File: config.mk
export PLATFORM = sky130hd
export DESIGN_NAME = dmatx_req_ctrl
export DESIGN_NICKNAME = d
export VERILOG_FILES = /design/src/rtl/dmatx_pkg.sv /design/src/rtl/dmatx_count.sv /design/src/rtl/dmatx_fifo.sv /design/src/rtl/dmatx_req_ctrl.sv
export SDC_FILE = /design/constraint.sdc
export NUM_CORES = 1
export LEC_CHECK = 0
export BUFFER_PORTS_ARGS = -buffer_cell sky130_fd_sc_hd__buf_2
export CAP_MARGIN = 20
export CELL_PAD_IN_SITES_DETAIL_PLACEMENT = 0
export CELL_PAD_IN_SITES_GLOBAL_PLACEMENT = 1
export CORE_ASPECT_RATIO = 1.4
export CORE_MARGIN = 2
export CORE_UTILIZATION = 45
export CTS_BUF_LIST = sky130_fd_sc_hd__clkbuf_4 sky130_fd_sc_hd__clkbuf_8 sky130_fd_sc_hd__clkbuf_16
export DETAILED_ROUTE_END_ITERATION = 12
export GPL_TIMING_DRIVEN = 0
export PLACE_DENSITY = 0.79
export SLEW_MARGIN = 20
export SYNTH_ARGS = -nofsm -noshare
export SYNTH_HDL_FRONTEND = slang
export SYNTH_SLANG_ARGS = --single-unit
File: constraint.sdc
create_clock -name clk -period 4.5 [get_ports clk]
set_input_delay 0.225 -clock clk [delete_from_list [all_inputs] [get_ports clk]]
set_output_delay 0.225 -clock clk [all_outputs]
set_load 0.005 [all_outputs]
File: src/rtl/dmatx_pkg.sv
// Package: shared defaults for the DMA transmit FIFO request controller.
// Assumes: the FIFO always has exactly two halves; per-half depth is a power of two.
package dmatx_pkg;
    localparam int unsigned NUM_HALVES     = 2;
    localparam int unsigned DEF_HALF_DEPTH = 64;
    localparam int unsigned DEF_DATA_W     = 8;
    localparam int unsigned DEF_CNT_W      = 12;
endpackage

File: src/rtl/dmatx_count.sv
// Module: dmatx_count
// Holds the programmed length, counts the bytes still owed for the current
// frame, and produces busy, last-byte, done and command-error indications.
// Assumes: CNT_W > DATA_W; wr_fire is only asserted while a frame is open.
module dmatx_count #(
    parameter int unsigned CNT_W  = dmatx_pkg::DEF_CNT_W,
    parameter int unsigned DATA_W = dmatx_pkg::DEF_DATA_W
) (
    input  logic              clk,
    input  logic              rst_n,
    input  logic              lo_we,
    input  logic              hi_we,
    input  logic [DATA_W-1:0] wdata,
    input  logic              cmd,
    input  logic              wr_fire,
    output logic              busy,
    output logic              last_byte,
    output logic              done,
    output logic              err
);
    localparam int unsigned REM_W = CNT_W + 1;
    localparam int unsigned HI_W  = CNT_W - DATA_W;

    logic [CNT_W-1:0] cnt_q;
    logic [REM_W-1:0] rem_q;
    logic             busy_q;
    logic             done_q;
    logic             err_q;

    // Length register: low byte and high part written separately.
    always_ff @(posedge clk) begin
        if (!rst_n) begin
            cnt_q <= '0;
        end else begin
            if (lo_we) cnt_q[DATA_W-1:0]     <= wdata;
            if (hi_we) cnt_q[CNT_W-1:DATA_W] <= wdata[HI_W-1:0];
        end
    end

    // Frame sequencing: start on command, count down per byte, flag misuse.
    always_ff @(posedge clk) begin
        if (!rst_n) begin
            rem_q  <= '0;
            busy_q <= 1'b0;
            done_q <= 1'b0;
            err_q  <= 1'b0;
        end else begin
            done_q <= 1'b0;
            if (cmd && busy_q) err_q <= 1'b1;
            if (cmd && !busy_q) begin
                rem_q  <= REM_W'(cnt_q) + REM_W'(1);
                busy_q <= 1'b1;
            end else if (wr_fire && busy_q) begin
                rem_q <= rem_q - REM_W'(1);
                if (rem_q == REM_W'(1)) begin
                    busy_q <= 1'b0;
                    done_q <= 1'b1;
                end
            end
        end
    end

    assign busy      = busy_q;
    assign last_byte = busy_q && (rem_q == REM_W'(1));
    assign done      = done_q;
    assign err       = err_q;


    err_sticky_chk: assert property (@(posedge clk) disable iff (!rst_n)
        err_q |=> err_q);

    busy_cmd_err_chk: assert property (@(posedge clk) disable iff (!rst_n)
        (cmd && busy_q) |=> err_q);

    done_single_chk: assert property (@(posedge clk) disable iff (!rst_n)
        done_q |=> !done_q);

    rem_live_chk: assert property (@(posedge clk) disable iff (!rst_n)
        busy_q |-> (rem_q != '0));
endmodule

File: src/rtl/dmatx_fifo.sv
// Module: dmatx_fifo
// Two-half transmit store. The write side fills one half at a time and
// commits it on its 64th byte or on the frame's last byte. The drain side
// pops committed halves in order and frees each after its last byte.
// Assumes: HALF_DEPTH is a power of two; wr_en only while fill half is empty.
module dmatx_fifo #(
    parameter int unsigned HALF_DEPTH = dmatx_pkg::DEF_HALF_DEPTH,
    parameter int unsigned DATA_W     = dmatx_pkg::DEF_DATA_W
) (
    input  logic              clk,
    input  logic              rst_n,
    input  logic              wr_en,
    input  logic [DATA_W-1:0] wr_data,
    input  logic              wr_eof,
    output logic              fill_full,
    output logic              blk_gap,
    input  logic              rd_en,
    output logic              rd_valid,
    output logic [DATA_W-1:0] rd_data,
    output logic              rd_eof
);
    localparam int unsigned HALVES = dmatx_pkg::NUM_HALVES;
    localparam int unsigned IDX_W  = $clog2(HALF_DEPTH);
    localparam int unsigned LEN_W  = IDX_W + 1;
    localparam int unsigned DEPTH  = HALVES * HALF_DEPTH;

    logic [DATA_W:0]  mem_q [DEPTH];
    logic             full_q [HALVES];
    logic [LEN_W-1:0] len_q [HALVES];
    logic             fill_half_q;
    logic [IDX_W-1:0] wr_idx_q;
    logic             rd_half_q;
    logic [IDX_W-1:0] rd_idx_q;
    logic             gap_q;
    logic             blk_last;
    logic             rd_fire;
    logic             rd_last;

    assign blk_last = wr_eof || (wr_idx_q == IDX_W'(HALF_DEPTH - 1));
    assign rd_fire  = rd_en && rd_valid;
    assign rd_last  = (LEN_W'(rd_idx_q) + LEN_W'(1)) == len_q[rd_half_q];

    // Storage write: byte plus end-of-frame tag.
    always_ff @(posedge clk) begin
        if (wr_en) mem_q[{fill_half_q, wr_idx_q}] <= {wr_eof, wr_data};
    end

    // Write pointer: advance per byte, switch halves when a block closes.
    always_ff @(posedge clk) begin
        if (!rst_n) begin
            fill_half_q <= 1'b0;
            wr_idx_q    <= '0;
            gap_q       <= 1'b0;
        end else begin
            gap_q <= wr_en && blk_last;
            if (wr_en) begin
                if (blk_last) begin
                    wr_idx_q    <= '0;
                    fill_half_q <= ~fill_half_q;
                end else begin
                    wr_idx_q <= wr_idx_q + IDX_W'(1);
                end
            end
        end
    end

    // Read pointer: advance per pop, move on after a block's last byte.
    always_ff @(posedge clk) begin
        if (!rst_n) begin
            rd_half_q <= 1'b0;
            rd_idx_q  <= '0;
        end else if (rd_fire) begin
            if (rd_last) begin
                rd_idx_q  <= '0;
                rd_half_q <= ~rd_half_q;
            end else begin
                rd_idx_q <= rd_idx_q + IDX_W'(1);
            end
        end
    end

    for (genvar h = 0; h < HALVES; h++) begin : g_half
        // Per-half occupancy: set on block commit, cleared when drained.
        always_ff @(posedge clk) begin
            if (!rst_n) begin
                full_q[h] <= 1'b0;
                len_q[h]  <= '0;
            end else if (wr_en && blk_last && (fill_half_q == 1'(h))) begin
                full_q[h] <= 1'b1;
                len_q[h]  <= LEN_W'(wr_idx_q) + LEN_W'(1);
            end else if (rd_fire && rd_last && (rd_half_q == 1'(h))) begin
                full_q[h] <= 1'b0;
            end
        end
    end

    assign fill_full          = full_q[fill_half_q];
    assign blk_gap            = gap_q;
    assign rd_valid           = full_q[rd_half_q];
    assign {rd_eof, rd_data}  = mem_q[{rd_half_q, rd_idx_q}];


    no_overwrite_chk: assert property (@(posedge clk) disable iff (!rst_n)
        wr_en |-> !full_q[fill_half_q]);

    gap_no_write_chk: assert property (@(posedge clk) disable iff (!rst_n)
        gap_q |-> !wr_en);

    drain_hold_chk: assert property (@(posedge clk) disable iff (!rst_n)
        (rd_en && !rd_valid) |=> ($stable(rd_idx_q) && $stable(rd_half_q)));
endmodule

File: src/rtl/dmatx_req_ctrl.sv
// Module: dmatx_req_ctrl (top)
// Joins the length/frame counter and the two-half store, and forms the DMA
// request: open frame, fill half empty, and not the cycle right after a
// block closed.
// Assumes: the DMA master writes only while dma_req is high.
module dmatx_req_ctrl #(
    parameter int unsigned HALF_DEPTH = dmatx_pkg::DEF_HALF_DEPTH,
    parameter int unsigned DATA_W     = dmatx_pkg::DEF_DATA_W,
    parameter int unsigned CNT_W      = dmatx_pkg::DEF_CNT_W
) (
    input  logic              clk,
    input  logic              rst_n,
    input  logic              cnt_lo_we,
    input  logic              cnt_hi_we,
    input  logic [DATA_W-1:0] cnt_wdata,
    input  logic              tx_cmd,
    output logic              dma_req,
    input  logic              dma_wr,
    input  logic [DATA_W-1:0] dma_data,
    input  logic              drain_rd,
    output logic              drain_valid,
    output logic [DATA_W-1:0] drain_data,
    output logic              drain_eof,
    output logic              tx_done,
    output logic              cmd_err
);
    logic busy;
    logic last_byte;
    logic fill_full;
    logic blk_gap;
    logic wr_fire;

    assign dma_req = busy && !fill_full && !blk_gap;
    assign wr_fire = dma_wr && dma_req;

    dmatx_count #(.CNT_W(CNT_W), .DATA_W(DATA_W)) u_count (
        .clk       (clk),
        .rst_n     (rst_n),
        .lo_we     (cnt_lo_we),
        .hi_we     (cnt_hi_we),
        .wdata     (cnt_wdata),
        .cmd       (tx_cmd),
        .wr_fire   (wr_fire),
        .busy      (busy),
        .last_byte (last_byte),
        .done      (tx_done),
        .err       (cmd_err)
    );

    dmatx_fifo #(.HALF_DEPTH(HALF_DEPTH), .DATA_W(DATA_W)) u_fifo (
        .clk       (clk),
        .rst_n     (rst_n),
        .wr_en     (wr_fire),
        .wr_data   (dma_data),
        .wr_eof    (last_byte),
        .fill_full (fill_full),
        .blk_gap   (blk_gap),
        .rd_en     (drain_rd),
        .rd_valid  (drain_valid),
        .rd_data   (drain_data),
        .rd_eof    (drain_eof)
    );


    done_after_write_chk: assert property (@(posedge clk) disable iff (!rst_n)
        tx_done |-> $past(wr_fire));
endmodule

==> flow_summary.yaml <==
sta:
  slew_viol_final: 0
  setup_viol: 1
  slew_headroom: 0.3173
  clock_skew_ns: 0.02517
  hold_viol: 0
  rsz0062_at_grt: "false"
  worst_pin_slew_ns: 1.024
  min_period_ns: 4.541
  min_period_over_period: 1.009
  worst_slack_ns: -0.04082
  max_clock_freq_mhz: 220.2
clocking:
  htreeDepth: 3
  cts_root_buf: "clkbuf_16"
  max-clock-path-buffers: 3
  cts_tree: "built"
  cts_buffers: 102
  clkTransAtPathRegs_ns: 0.07
  clk_latency_ns: 0.72
  clock-sinks: 1213
worst_hold_path:
  hold_end: "u_count.cnt_q[0]"
  hold_depth: 3
  min_path_type: "input pin to register"
  hold_start: "cnt_lo_we"
placed_design:
  port_buffers: 33
  place.gp.congestion: 0.9117
  dp_cells: 4168
  dp_slack_ns: 0.3237
  postPlaceCellArea_um2: 50790
  dpl.hpwl_mm: 81.39
global_routing:
  grt.total_usage: 0.2193
  grt_max_degree: 97
  grt_pass1_vias: 25790
  grt_pass1_wl_mm: 174.1
  gr-total-overflow: 0
  antenna_found_initial: 1
setup_path:
  cp_top_family: "buffers and inverters"
  reg2reg_slack_ns: 0.82
  cp_max_fo: 10
  path_cells: "clkbuf_2 -> clkbuf_1 -> buf_1 -> nand2_1 -> a31oi_1 -> mux4_2 -> mux2_2 -> buf_2"
  reg2reg_depth: 7
  crit_required_ns: 4.28
  path_buf_inv: 4
  crit_arrival_ns: 4.32
  crit_type: "register to output pin"
  r2r_end: "u_fifo.mem_q[60][5]"
  start_kind: "register"
  slowest_stage: "a31oi_1"
  cp-end-kind: "output pin"
  slowest_delay_ns: 0.75
  r2r-start: "u_fifo.full_q[0]"
synth:
  synth-edff-count: 1167
  syn-mean-instance-area_um2: 18.06
  seq_area_frac_synth: 0.7416
  yosysWarnings: 0
  synthArstFlopShare: 0
  synth_seq_cells: 1213
  yosysUniqueCellTypes: 52
  synthCells: 2685
  synth_flop_cell: "edfxtp_1"
  synth_area_um2: 48490
  syn_nets: 2717
power_and_ir_drop:
  p_int_mw: 17.97
  combPwrFrac: 0.044
  p_leak_nw: 16.55
  ir_worst_vdd_mv: 0.4803
  p_per_area_nw_per_um2: 414.4
  swShare: 0.2068
  power_frac_clock: 0.408
  seq_power_share: 0.547
  power_switching_mw: 4.684
route:
  vias: 25230
  routed_via_density: 5.760
  first_iter_violations: 2641
  route.detailed.drc: 0
  drtPass1Iterations: 5
  ant_nets: 0
  totalWireLength_mm: 120.7
  wl_per_cell_um: 27.57
run_status:
  violations: "negative setup slack"
  outcome: "finished with violations"
cells_and_area:
  drive_above_1_share: 0.1722
  stdcell_count: 4380
  design_area_um2: 54660
  finalNetCount: 2884
  utilization: 0.5110
  syn_to_final_growth_pct: 12.71
floorplan:
  io_pins: 36
  die_h_um: 392.4
  dieArea_um2: 110400
  design.core.area_um2: 107000
  chipWidth_um: 281.4
  start_util: 0.4534
  rows: 142
flow_run:
  maxCapViolCount: 0
==> sequential cells by signal, indices dropped and copies added (netlist names), 2 cells and up, named ones only <==
| name | flops |
|---|---|
| u_fifo.mem_q | 1152 |
| u_fifo.len_q | 14 |
| u_fifo.full_q | 2 |
| u_fifo.rd_idx_q | 6 |
| u_fifo.wr_idx_q | 6 |
| u_count.cnt_q | 12 |
| u_count.rem_q | 13 |
==> routing by layer <==
| layer | up-vias | global-route usage | part of all wire |
|---|---|---|---|
| li1 | 11010 | - | - |
| met1 | 13020 | 0.2677 | 0.38 |
| met2 | 978 | 0.3780 | 0.51 |
| met3 | 221 | 0.02667 | 0.059 |
| met4 | 0 | 0.1230 | 0.058 |
| met5 | - | 0 | 0 |
==> kinds of logic after synthesis <==
group                      count (synthesis)  synth area share
DFF                                     1213            0.7416
muxes                                    480            0.1412
and+or+nand+nor                          450           0.04420
AOI/OAI and AO/OA                        321           0.04355
buffers and inverters                    171           0.01943
xor gates and xnor gates                  41          0.007689
adders and majority gates                  9          0.002322
==> cells in the mapped netlist, drive strengths merged, types with 3 or more instances <==
cell	number	area share
nand4	11	0.0014
ha	9	0.0023
nor2b	27	0.0035
dfxtp	46	0.019
and2	9	0.0012
and3	5	0.00065
nor3	4	0.00041
xnor2	22	0.0040
a21oi	83	0.0086
or2	7	0.00090
a31oi	73	0.0094
nand2b	76	0.0098
mux2i	307	0.063
nand2	105	0.0081
nand3	22	0.0023
nor2	165	0.013
mux4	162	0.075
edfxtp	1167	0.72
o211a	3	0.00062
or3b	3	0.00054
buf	70	0.012
clkbuf	94	0.0073
nand3b	3	0.00046
a22oi	144	0.022
o21ai	8	0.00083
xor2	18	0.0033
inv	7	0.00054
mux2	11	0.0026
==> layout by cell type (no fill, tap or decap), types with 20 or more instances in the layout <==
| cell type | n |
|---|---|
| mux2i_1 | 307 |
| edfxtp_1 | 1167 |
| a21oi_2 | 26 |
| mux4_2 | 162 |
| clkinv_2 | 22 |
| buf_6 | 39 |
| dlygate4sd3_1 | 20 |
| clkbuf_1 | 78 |
| a22oi_1 | 144 |
| buf_2 | 38 |
| nor2_1 | 164 |
| nand3_1 | 22 |
| a21oi_1 | 57 |
| a31oi_1 | 70 |
| nand2b_1 | 76 |
| xnor2_1 | 22 |
| nand2_1 | 105 |
| dfxtp_1 | 46 |
| nor2b_1 | 27 |
| clkbuf_16 | 104 |
==> worst min-delay path, delay by kind of cell <==
kind,cells,cell delay [ns]
mux,1,0.20
buf+inv,1,0.27
simple gates,1,0.09
==> through the flow <==
| stage | total power [mW] | hold slack (ns) | setup TNS [ns] |
|---|---|---|---|
| finish | 22.65 | 0.1117 | -0.04082 |
| global route | 23.20 | 0.1270 | 0 |
| CTS | 22.72 | 0.06304 | 0 |
| detailed placement | 13.63 | 0.4859 | 0 |
| global placement | 13.59 | 0.4752 | -76.18 |
| floorplan | 13.17 | 0.3239 | 0 |
==> final cells by class <==
type	count	area, um2
Antenna cell	1	2.502
Fill cell	8518	52300
Sequential cell	1213	35960
Clock inverter	68	754.5
Timing Repair Buffer	63	678.2
Inverter	7	31.28
Buffer	164	954.7
Multi-Input combinational cell	1301	11710
Clock buffer	123	2764
Tap cell	1440	1802
==> power groups by stage <==
| stage | clock (mW) | sequential [mW] | combinational (mW) |
|---|---|---|---|
| after detailed placement | 0 | 12.6 | 0.983 |
| after floorplan | 0 | 12.6 | 0.532 |
| after CTS | 9.31 | 12.4 | 1.01 |
| after global placement | 0 | 12.7 | 0.925 |
| final | 9.24 | 12.4 | 1.01 |
| after global routing | 9.74 | 12.4 | 1.06 |
==> how the worst max path moves through the flow <==
stage	from	to	slack, ns	cells past startpoint
after global placement	u_count.rem_q[8]	u_fifo.mem_q[13][8]	-0.60	4
after floorplan	u_count.rem_q[8]	u_fifo.mem_q[0][8]	1.38	4
after global routing	u_fifo.rd_idx_q[1]	drain_data[2]	0.0009	9
after detailed placement	u_fifo.rd_idx_q[1]	drain_data[4]	0.32	9
after CTS	u_fifo.rd_idx_q[2]	drain_data[2]	0.02	10
final	u_fifo.rd_idx_q[1]	drain_data[4]	-0.04	8
==> timing repair <==
action / CTS / global route
endpoints found under the hold margin: 352 / 0
endpoints found under the setup margin: 9 / 9
setup buffers: 0 / 0
hold buffers: 20 / 0
resized for setup: 27 / 16
Power figures use the tool's default switching activity.
